**src/rtl/cbank_pkg.sv**
```systemverilog
package cbank_pkg;
    localparam int WORD_W = 32;
    localparam int REG_W  = 64;

    typedef enum logic {
        WS_EMPTY,
        WS_STAGED
    } wstage_e;

    typedef enum logic {
        RS_IDLE,
        RS_HELD
    } rsnap_e;
endpackage

```
**src/rtl/cbank_counter.sv**
```systemverilog
module cbank_counter #(
    parameter int BCNT_W = 16
) (
    input  logic                        clk,
    input  logic                        rst_n,
    input  logic                        clr_i,
    input  logic                        wr_i,
    input  logic [cbank_pkg::REG_W-1:0] wdata_i,
    input  logic                        inc_i,
    input  logic [BCNT_W-1:0]           amount_i,
    output logic [cbank_pkg::REG_W-1:0] cnt_o
);
    import cbank_pkg::*;

    logic [REG_W-1:0] step;
    logic [REG_W-1:0] cnt_q;

    assign step  = {{(REG_W-BCNT_W){1'b0}}, amount_i};
    assign cnt_o = cnt_q;

    // clear beats write, write beats increment
    always_ff @(posedge clk or negedge rst_n) begin
        if (!rst_n)
            cnt_q <= '0;
        else if (clr_i)
            cnt_q <= '0;
        else if (wr_i)
            cnt_q <= wdata_i;
        else if (inc_i)
            cnt_q <= cnt_q + step;
    end

    AST_SOFT_CLEAR: assert property (@(posedge clk) disable iff (!rst_n)
        clr_i |=> cnt_q == '0);
    AST_WRITE_WINS: assert property (@(posedge clk) disable iff (!rst_n)
        (wr_i && !clr_i) |=> cnt_q == $past(wdata_i));
    AST_STEP_ADD: assert property (@(posedge clk) disable iff (!rst_n)
        (inc_i && !wr_i && !clr_i) |=> cnt_q == $past(cnt_q) + {{(REG_W-BCNT_W){1'b0}}, $past(amount_i)});
    AST_IDLE_HOLD: assert property (@(posedge clk) disable iff (!rst_n)
        (!inc_i && !wr_i && !clr_i) |=> $stable(cnt_q));
endmodule

```
**src/rtl/cbank_wr_stage.sv**
```systemverilog
module cbank_wr_stage #(
    parameter int WADDR_W  = 6,
    parameter int NUM_SLOT = 8
) (
    input  logic                          clk,
    input  logic                          rst_n,
    input  logic                          wr_en_i,
    input  logic [WADDR_W-1:0]            wr_word_i,
    input  logic [cbank_pkg::WORD_W-1:0]  wr_data_i,
    output logic                          commit_o,
    output logic [WADDR_W-2:0]            commit_slot_o,
    output logic [cbank_pkg::REG_W-1:0]   commit_data_o
);
    import cbank_pkg::*;

    localparam int SLOT_W = WADDR_W - 1;
    localparam logic [SLOT_W-1:0] LAST_SLOT = SLOT_W'(NUM_SLOT - 1);

    wstage_e            state_q, state_d;
    logic [WORD_W-1:0]  staged_q;
    logic [SLOT_W-1:0]  slot;
    logic               mapped, stage_hit, commit_hit;

    assign slot       = wr_word_i[WADDR_W-1:1];
    assign mapped     = (slot <= LAST_SLOT);
    assign stage_hit  = wr_en_i && mapped && !wr_word_i[0];
    assign commit_hit = wr_en_i && mapped &&  wr_word_i[0];

    always_comb begin
        state_d = state_q;
        unique case (state_q)
            WS_EMPTY:  if (stage_hit) state_d = WS_STAGED;
            WS_STAGED: if (commit_hit) state_d = WS_EMPTY;
        endcase
    end

    always_ff @(posedge clk or negedge rst_n) begin
        if (!rst_n) begin
            state_q  <= WS_EMPTY;
            staged_q <= '0;
        end else begin
            state_q <= state_d;
            if (stage_hit)
                staged_q <= wr_data_i;
            else if (commit_hit)
                staged_q <= '0;
        end
    end

    always_comb begin
        commit_o      = commit_hit;
        commit_slot_o = slot;
        commit_data_o = {(state_q == WS_STAGED) ? staged_q : {WORD_W{1'b0}}, wr_data_i};
    end

    AST_STAGE_DRAINS: assert property (@(posedge clk) disable iff (!rst_n)
        commit_hit |=> (state_q == WS_EMPTY && staged_q == '0));
    AST_STAGE_HOLD: assert property (@(posedge clk) disable iff (!rst_n)
        !wr_en_i |=> $stable(staged_q));
    AST_UNMAPPED_NO_STAGE: assert property (@(posedge clk) disable iff (!rst_n)
        (wr_en_i && !mapped) |=> $stable(staged_q));
endmodule

```
**src/rtl/cbank_rd_snap.sv**
```systemverilog
module cbank_rd_snap #(
    parameter int WADDR_W  = 6,
    parameter int NUM_SLOT = 8
) (
    input  logic                                        clk,
    input  logic                                        rst_n,
    input  logic                                        rd_en_i,
    input  logic [WADDR_W-1:0]                          rd_word_i,
    input  logic [NUM_SLOT-1:0][cbank_pkg::REG_W-1:0]   vals_i,
    output logic [cbank_pkg::WORD_W-1:0]                rd_data_o,
    output logic                                        rd_valid_o
);
    import cbank_pkg::*;

    localparam int SLOT_W = WADDR_W - 1;
    localparam int IDX_W  = (NUM_SLOT > 1) ? $clog2(NUM_SLOT) : 1;
    localparam logic [SLOT_W-1:0] LAST_SLOT = SLOT_W'(NUM_SLOT - 1);

    rsnap_e             state_q, state_d;
    logic [SLOT_W-1:0]  held_slot_q;
    logic [WORD_W-1:0]  held_lo_q;
    logic [SLOT_W-1:0]  slot;
    logic [IDX_W-1:0]   idx;
    logic               is_lo, mapped, hit;
    logic [REG_W-1:0]   live;

    assign slot   = rd_word_i[WADDR_W-1:1];
    assign is_lo  = rd_word_i[0];
    assign mapped = (slot <= LAST_SLOT);
    assign idx    = IDX_W'(slot);
    assign live   = mapped ? vals_i[idx] : '0;
    assign hit    = (state_q == RS_HELD) && (held_slot_q == slot);

    always_comb begin
        state_d = state_q;
        unique case (state_q)
            RS_IDLE: if (rd_en_i && mapped && !is_lo) state_d = RS_HELD;
            RS_HELD: if (rd_en_i && (is_lo || !mapped)) state_d = RS_IDLE;
        endcase
    end

    always_ff @(posedge clk or negedge rst_n) begin
        if (!rst_n) begin
            state_q     <= RS_IDLE;
            held_slot_q <= '0;
            held_lo_q   <= '0;
        end else begin
            state_q <= state_d;
            if (rd_en_i && mapped && !is_lo) begin
                held_slot_q <= slot;
                held_lo_q   <= live[WORD_W-1:0];
            end
        end
    end

    always_ff @(posedge clk or negedge rst_n) begin
        if (!rst_n) begin
            rd_data_o  <= '0;
            rd_valid_o <= 1'b0;
        end else begin
            rd_valid_o <= rd_en_i;
            if (rd_en_i) begin
                if (!mapped)
                    rd_data_o <= '0;
                else if (is_lo)
                    rd_data_o <= hit ? held_lo_q : live[WORD_W-1:0];
                else
                    rd_data_o <= live[REG_W-1:WORD_W];
            end
        end
    end

    AST_RD_LATENCY: assert property (@(posedge clk) disable iff (!rst_n)
        rd_en_i |=> rd_valid_o);
    AST_UNMAPPED_ZERO: assert property (@(posedge clk) disable iff (!rst_n)
        (rd_en_i && !mapped) |=> rd_data_o == '0);
    AST_SNAP_COHERENT: assert property (@(posedge clk) disable iff (!rst_n)
        (rd_en_i && is_lo && hit) |=> rd_data_o == $past(held_lo_q));
    AST_SNAP_RELEASE: assert property (@(posedge clk) disable iff (!rst_n)
        (rd_en_i && is_lo) |=> state_q == RS_IDLE);
endmodule

```
**src/rtl/split_counter_bank.sv**
```systemverilog
module split_counter_bank #(
    parameter int NUM_REQ  = 3,
    parameter int NUM_BYTE = 4,
    parameter int BCNT_W   = 16,
    parameter int WADDR_W  = 6
) (
    input  logic                       clk,
    input  logic                       rst_n,
    input  logic                       wr_en,
    input  logic [WADDR_W-1:0]         wr_word,
    input  logic [31:0]                wr_data,
    input  logic                       rd_en,
    input  logic [WADDR_W-1:0]         rd_word,
    output logic [31:0]                rd_data,
    output logic                       rd_valid,
    input  logic [NUM_REQ-1:0]         req_inc,
    input  logic [NUM_BYTE-1:0]        byte_inc,
    input  logic [NUM_BYTE*BCNT_W-1:0] byte_cnt
);
    import cbank_pkg::*;

    localparam int NUM_CNT   = NUM_REQ + NUM_BYTE;
    localparam int CTRL_SLOT = NUM_CNT;
    localparam int NUM_SLOT  = NUM_CNT + 1;
    localparam int SLOT_W    = WADDR_W - 1;
    localparam int CLR_BIT   = 31;

    logic                           commit;
    logic [SLOT_W-1:0]              commit_slot;
    logic [REG_W-1:0]               commit_data;
    logic                           soft_clr;
    logic [REG_W-1:0]               ctrl_q;
    logic [NUM_SLOT-1:0][REG_W-1:0] vals;

    cbank_wr_stage #(.WADDR_W(WADDR_W), .NUM_SLOT(NUM_SLOT)) u_wr (
        .clk           (clk),
        .rst_n         (rst_n),
        .wr_en_i       (wr_en),
        .wr_word_i     (wr_word),
        .wr_data_i     (wr_data),
        .commit_o      (commit),
        .commit_slot_o (commit_slot),
        .commit_data_o (commit_data)
    );

    assign soft_clr = commit && (commit_slot == SLOT_W'(CTRL_SLOT)) && commit_data[CLR_BIT];

    always_ff @(posedge clk or negedge rst_n) begin
        if (!rst_n)
            ctrl_q <= '0;
        else if (commit && commit_slot == SLOT_W'(CTRL_SLOT))
            ctrl_q <= commit_data & ~(REG_W'(1) << CLR_BIT);
    end

    genvar gi;
    generate
        for (gi = 0; gi < NUM_CNT; gi++) begin : g_cnt
            logic             inc;
            logic [BCNT_W-1:0] amt;
            if (gi < NUM_REQ) begin : g_req
                assign inc = req_inc[gi];
                assign amt = BCNT_W'(1);
            end else begin : g_byte
                assign inc = byte_inc[gi-NUM_REQ];
                assign amt = byte_cnt[(gi-NUM_REQ)*BCNT_W +: BCNT_W];
            end
            cbank_counter #(.BCNT_W(BCNT_W)) u_cnt (
                .clk      (clk),
                .rst_n    (rst_n),
                .clr_i    (soft_clr),
                .wr_i     (commit && commit_slot == SLOT_W'(gi)),
                .wdata_i  (commit_data),
                .inc_i    (inc),
                .amount_i (amt),
                .cnt_o    (vals[gi])
            );
        end
    endgenerate

    assign vals[CTRL_SLOT] = ctrl_q;

    cbank_rd_snap #(.WADDR_W(WADDR_W), .NUM_SLOT(NUM_SLOT)) u_rd (
        .clk        (clk),
        .rst_n      (rst_n),
        .rd_en_i    (rd_en),
        .rd_word_i  (rd_word),
        .vals_i     (vals),
        .rd_data_o  (rd_data),
        .rd_valid_o (rd_valid)
    );

    AST_CTRL_CLR_BIT_LOW: assert property (@(posedge clk) disable iff (!rst_n)
        soft_clr |=> (ctrl_q[CLR_BIT] == 1'b0 && vals[0] == '0));
    AST_REQ_ONE_STEP: assert property (@(posedge clk) disable iff (!rst_n)
        (req_inc[0] && !commit) |=> vals[0] == $past(vals[0]) + REG_W'(1));
endmodule

```
**config.mk**
```make
export PLATFORM = sky130hd
export DESIGN_NAME = split_counter_bank
export DESIGN_NICKNAME = d
export VERILOG_FILES = /design/src/rtl/cbank_pkg.sv /design/src/rtl/cbank_counter.sv /design/src/rtl/cbank_wr_stage.sv /design/src/rtl/cbank_rd_snap.sv /design/src/rtl/split_counter_bank.sv
export SDC_FILE = /design/constraint.sdc
export NUM_CORES = 2
export LEC_CHECK = 0
export BUFFER_PORTS_ARGS = -buffer_cell sky130_fd_sc_hd__buf_2
export CORE_ASPECT_RATIO = 1.2
export CORE_MARGIN = 2
export CORE_UTILIZATION = 40
export DETAILED_ROUTE_END_ITERATION = 8
export PLACE_DENSITY_LB_ADDON = 0.12
export SETUP_SLACK_MARGIN = 0.15
export SYNTH_ARGS = -nofsm -noshare
export SYNTH_HDL_FRONTEND = slang
export SYNTH_SLANG_ARGS = --single-unit
```
**constraint.sdc**
```tcl
create_clock -name clk -period 6.9 [get_ports clk]
set_input_delay 0.345 -clock clk [delete_from_list [all_inputs] [get_ports clk]]
set_output_delay 0.345 -clock clk [all_outputs]
set_load 0.02 [all_outputs]
```
==> flow_summary_export.csv <==
group,metric,value,unit
timing,period_minus_slack,3.678,ns
finish,fin_nets,4398,
setup_path,crit_start,"g_cnt[6].u_cnt.cnt_o[0]$_DFFE_PN0P_",
detailed_routing,drt_iter0_markers,2998,
setup_path,crit_path_end_kind,"register",
finish,final_common_cell,"dfrtp_1",
placement,dp_hpwl,113200,um
clocking,insertion_delay,0.67,ns
placement,place_inst,5401,
clocking,ctsLongestPathBuffers,3,
setup_path,start_kind,"register",
finish,syn_to_final_growth,10.65,%
detailed_routing,wl_met1,61150,um
grt,grt_overflow_total,0,
clocking,numCtsBuffers,74,
setup_path,cp_max_fo,6,
detailed_routing,vias,33743,
synthesis,async_reset_ff_share,100.0,%
setup_path,r2r-start,"g_cnt[6].u_cnt.cnt_o[0]$_DFFE_PN0P_",
placement,port_buffers,151,
detailed_routing,drcViolationCount,0,
power,peakVddDrop,214.5,uV
clocking,htree_levels,3,
timing,fin_tns_setup,0,ns
placement,gp_congestion,0.9312,
grt,grt_first_pass_wirelength,226600,um
floorplanning,die_w,288.8,um
timing,worstMarginPinSlew,1.193,ns
finish,fin_util,44.57,%
floorplanning,num_io_pins,152,
synthesis,synth_enable_flop_cells,0,
detailed_routing,dr_wl_met3,10180,um
grt,grt_max_degree,153,
detailed_routing,dr.pass1.iters,8,
floorplanning,start_util,40.28,%
synthesis,synthFlopType,"dfrtp_1",
clocking,cts_post_setup_buffers_inserted,0,
synthesis,syn_area_per_cell,9.208,um^2
synthesis,post-synth-top-area-cell,"dfrtp_1",
floorplanning,fp.dieH,345.8,um
timing,timing.fmax,0.2719,GHz
setup_path,path_class,"register to register",
synthesis,synth_cell_types,86,
synthesis,yosys.area.top_type_share,39.53,%
floorplanning,rows,125,
timing,maxSlewHeadroom,20.49,%
run,max-cap-violations,0,
timing,final_max_slew_viol_count,0,
timing,finalSetupViolations,0,
power,p_leak,0.01784,uW
setup_path,required,7.45,ns
synthesis,synth_area,38930,um^2
clocking,hold_buffers,1,
setup_path,cp.arrival,4.23,ns
synthesis,synth_seq_cells,615,
synthesis,synthesis.nets,4418,
power,power,13940,uW
clocking,cts_num_sinks,615,
detailed_routing,top_layer,"met5",
floorplanning,core_area,96660,um^2
timing,clock_skew,0.04080,ns
grt,antenna_found_initial,12,
timing,fin_crit_sh,53.30,%
timing,hold_violations,0,
power,powerDensity,323.7,nW/um^2
synthesis,synth_area_leaders,"dfrtp_1 (40%), mux4_2 (7.3%), xor2_1 (4.5%)",
grt,track_usage,30.81,%
detailed_routing,viasPerCell,6.092,
floorplanning,dieArea,99850,um^2
clocking,cts_root_buf,"clkbuf_16",
synthesis,yosysSeqAreaShare,39.53,%
status,outcome,"completed",
detailed_routing,wl_met2,73710,um
synthesis,yosysWarnings,0,
clocking,clk_pin_slew,0.06,ns
hold_path,hold_start,"wr_data[0]",
hold_path,worstHoldPathType,"input pin to register",
finish,layout-drive-gt1-share,13.04,%
finish,final_cell_mix,"dfrtp_1 (615), nand2_1 (437), nor2_1 (378)",
detailed_routing,drt-total-wl,155000,um
clocking,cts_tree,"yes",
clocking,ctsResizeCount,0,
grt,grt_pass1_vias,32755,
synthesis,synth_cells,4228,
detailed_routing,wl_per_cell,27.98,um
timing,rsz0062_at_grt,"false",
detailed_routing,ant_nets,0,
finish,final_cells,5539,
## synthesized netlist by cell type (all sizes together), types with 34 or more instances
library cell  instances
xor2                202
ha                   67
nor3                 76
inv                  97
mux2                 70
nand4               108
and3                 79
nand2b               49
o22ai                51
dfrtp               615
clkbuf              256
a21oi               303
nor2                385
o21ai               309
and2                 47
buf                  40
a211oi              190
and4                 34
nand2               440
xnor2               201
mux4                127
mux2i                66
nand3               163
## path summary, 6_finish.rpt
kind	endpoint	slack, ns	cells past startpoint
worst max register to register	g_cnt[6].u_cnt.cnt_o[42]$_DFFE_PN0P_	3.22	12
worst min-delay path	ctrl_q[0]$_DFFE_PN0N_	0.04	3
min in group asynchronous	ctrl_q[0]$_DFFE_PN0N_	0.32	2
worst min register to register	ctrl_q[58]$_DFFE_PN0N_	0.47	2
worst max-delay path	g_cnt[6].u_cnt.cnt_o[42]$_DFFE_PN0P_	3.22	12
max in group asynchronous	g_cnt[0].u_cnt.cnt_o[47]$_DFFE_PN0P_	5.10	3
## through the flow
step	setup WS [ns]	instance area (um^2)	hold slack, ns
floorplan	4.004	38930	0.04941
global placement	3.293	40630	0.4353
detailed placement	3.334	40630	0.4249
CTS	3.286	43070	0.01934
global route	2.899	43070	0.04388
finish	3.222	43080	0.03988
## cell type report
type	count	area (um^2)
fill	9680	53580
multi-input combinational	3220	22080
sequential	615	15390
clock buffer	111	2153
tap	1270	1589
timing repair buffer	200	1216
inverter	97	364.1
clock inverter	22	280.3
antenna	4	10.01
## metal layers
layer | global-route usage, % | vias to the layer above
li1 | - | 15292
met1 | 38.56 | 16860
met2 | 50.41 | 1257
met3 | 5.132 | 322
met4 | 16.94 | 12
met5 | 0 | -
## logic make-up after synthesis
family                   count (synthesis)  share of synthesized area, %
AND/OR/NAND/NOR                       1463                         18.00
AO/OA/AOI/OAI                         1020                         16.03
flip-flops                             615                         39.53
XOR/XNOR                               403                         9.066
buffers and inverters                  393                         3.943
multiplexers                           263                         11.07
adder cells (fa/ha/maj)                 71                         2.359
## where the power goes
group / leakage (uW) / total, uW / internal, uW / switching, uW
logic: 0.00872 / 4370 / 1970 / 2390
registers: 0.00792 / 5530 / 4400 / 1130
clock network: 0.00120 / 4040 / 2350 / 1690
## worst max-delay path, cell delays in order, from the launching register on
cell and delay, ns:
dfrtp_1 0.40, ha_1 0.20, inv_1 0.06, fa_1 0.41, nand2b_1 0.20, a2111oi_0 0.41
nor2_1 0.15, o2bb2ai_2 0.23, a211oi_1 0.90, nand2_1 0.15, xnor2_1 0.18, nor2_1 0.06
a211oi_1 0.21
## registers in the layout, summed over array words and instances, names as in the netlist, named ones only
name	cells
u_rd.rd_data_o	32
u_rd.rd_valid_o	1
u_rd.state_q	1
g_cnt.u_cnt.cnt_o	448
u_rd.held_slot_q	5
u_wr.staged_q	32
u_rd.held_lo_q	32
ctrl_q	63
Note: power is estimated with default switching activity, not from simulation.
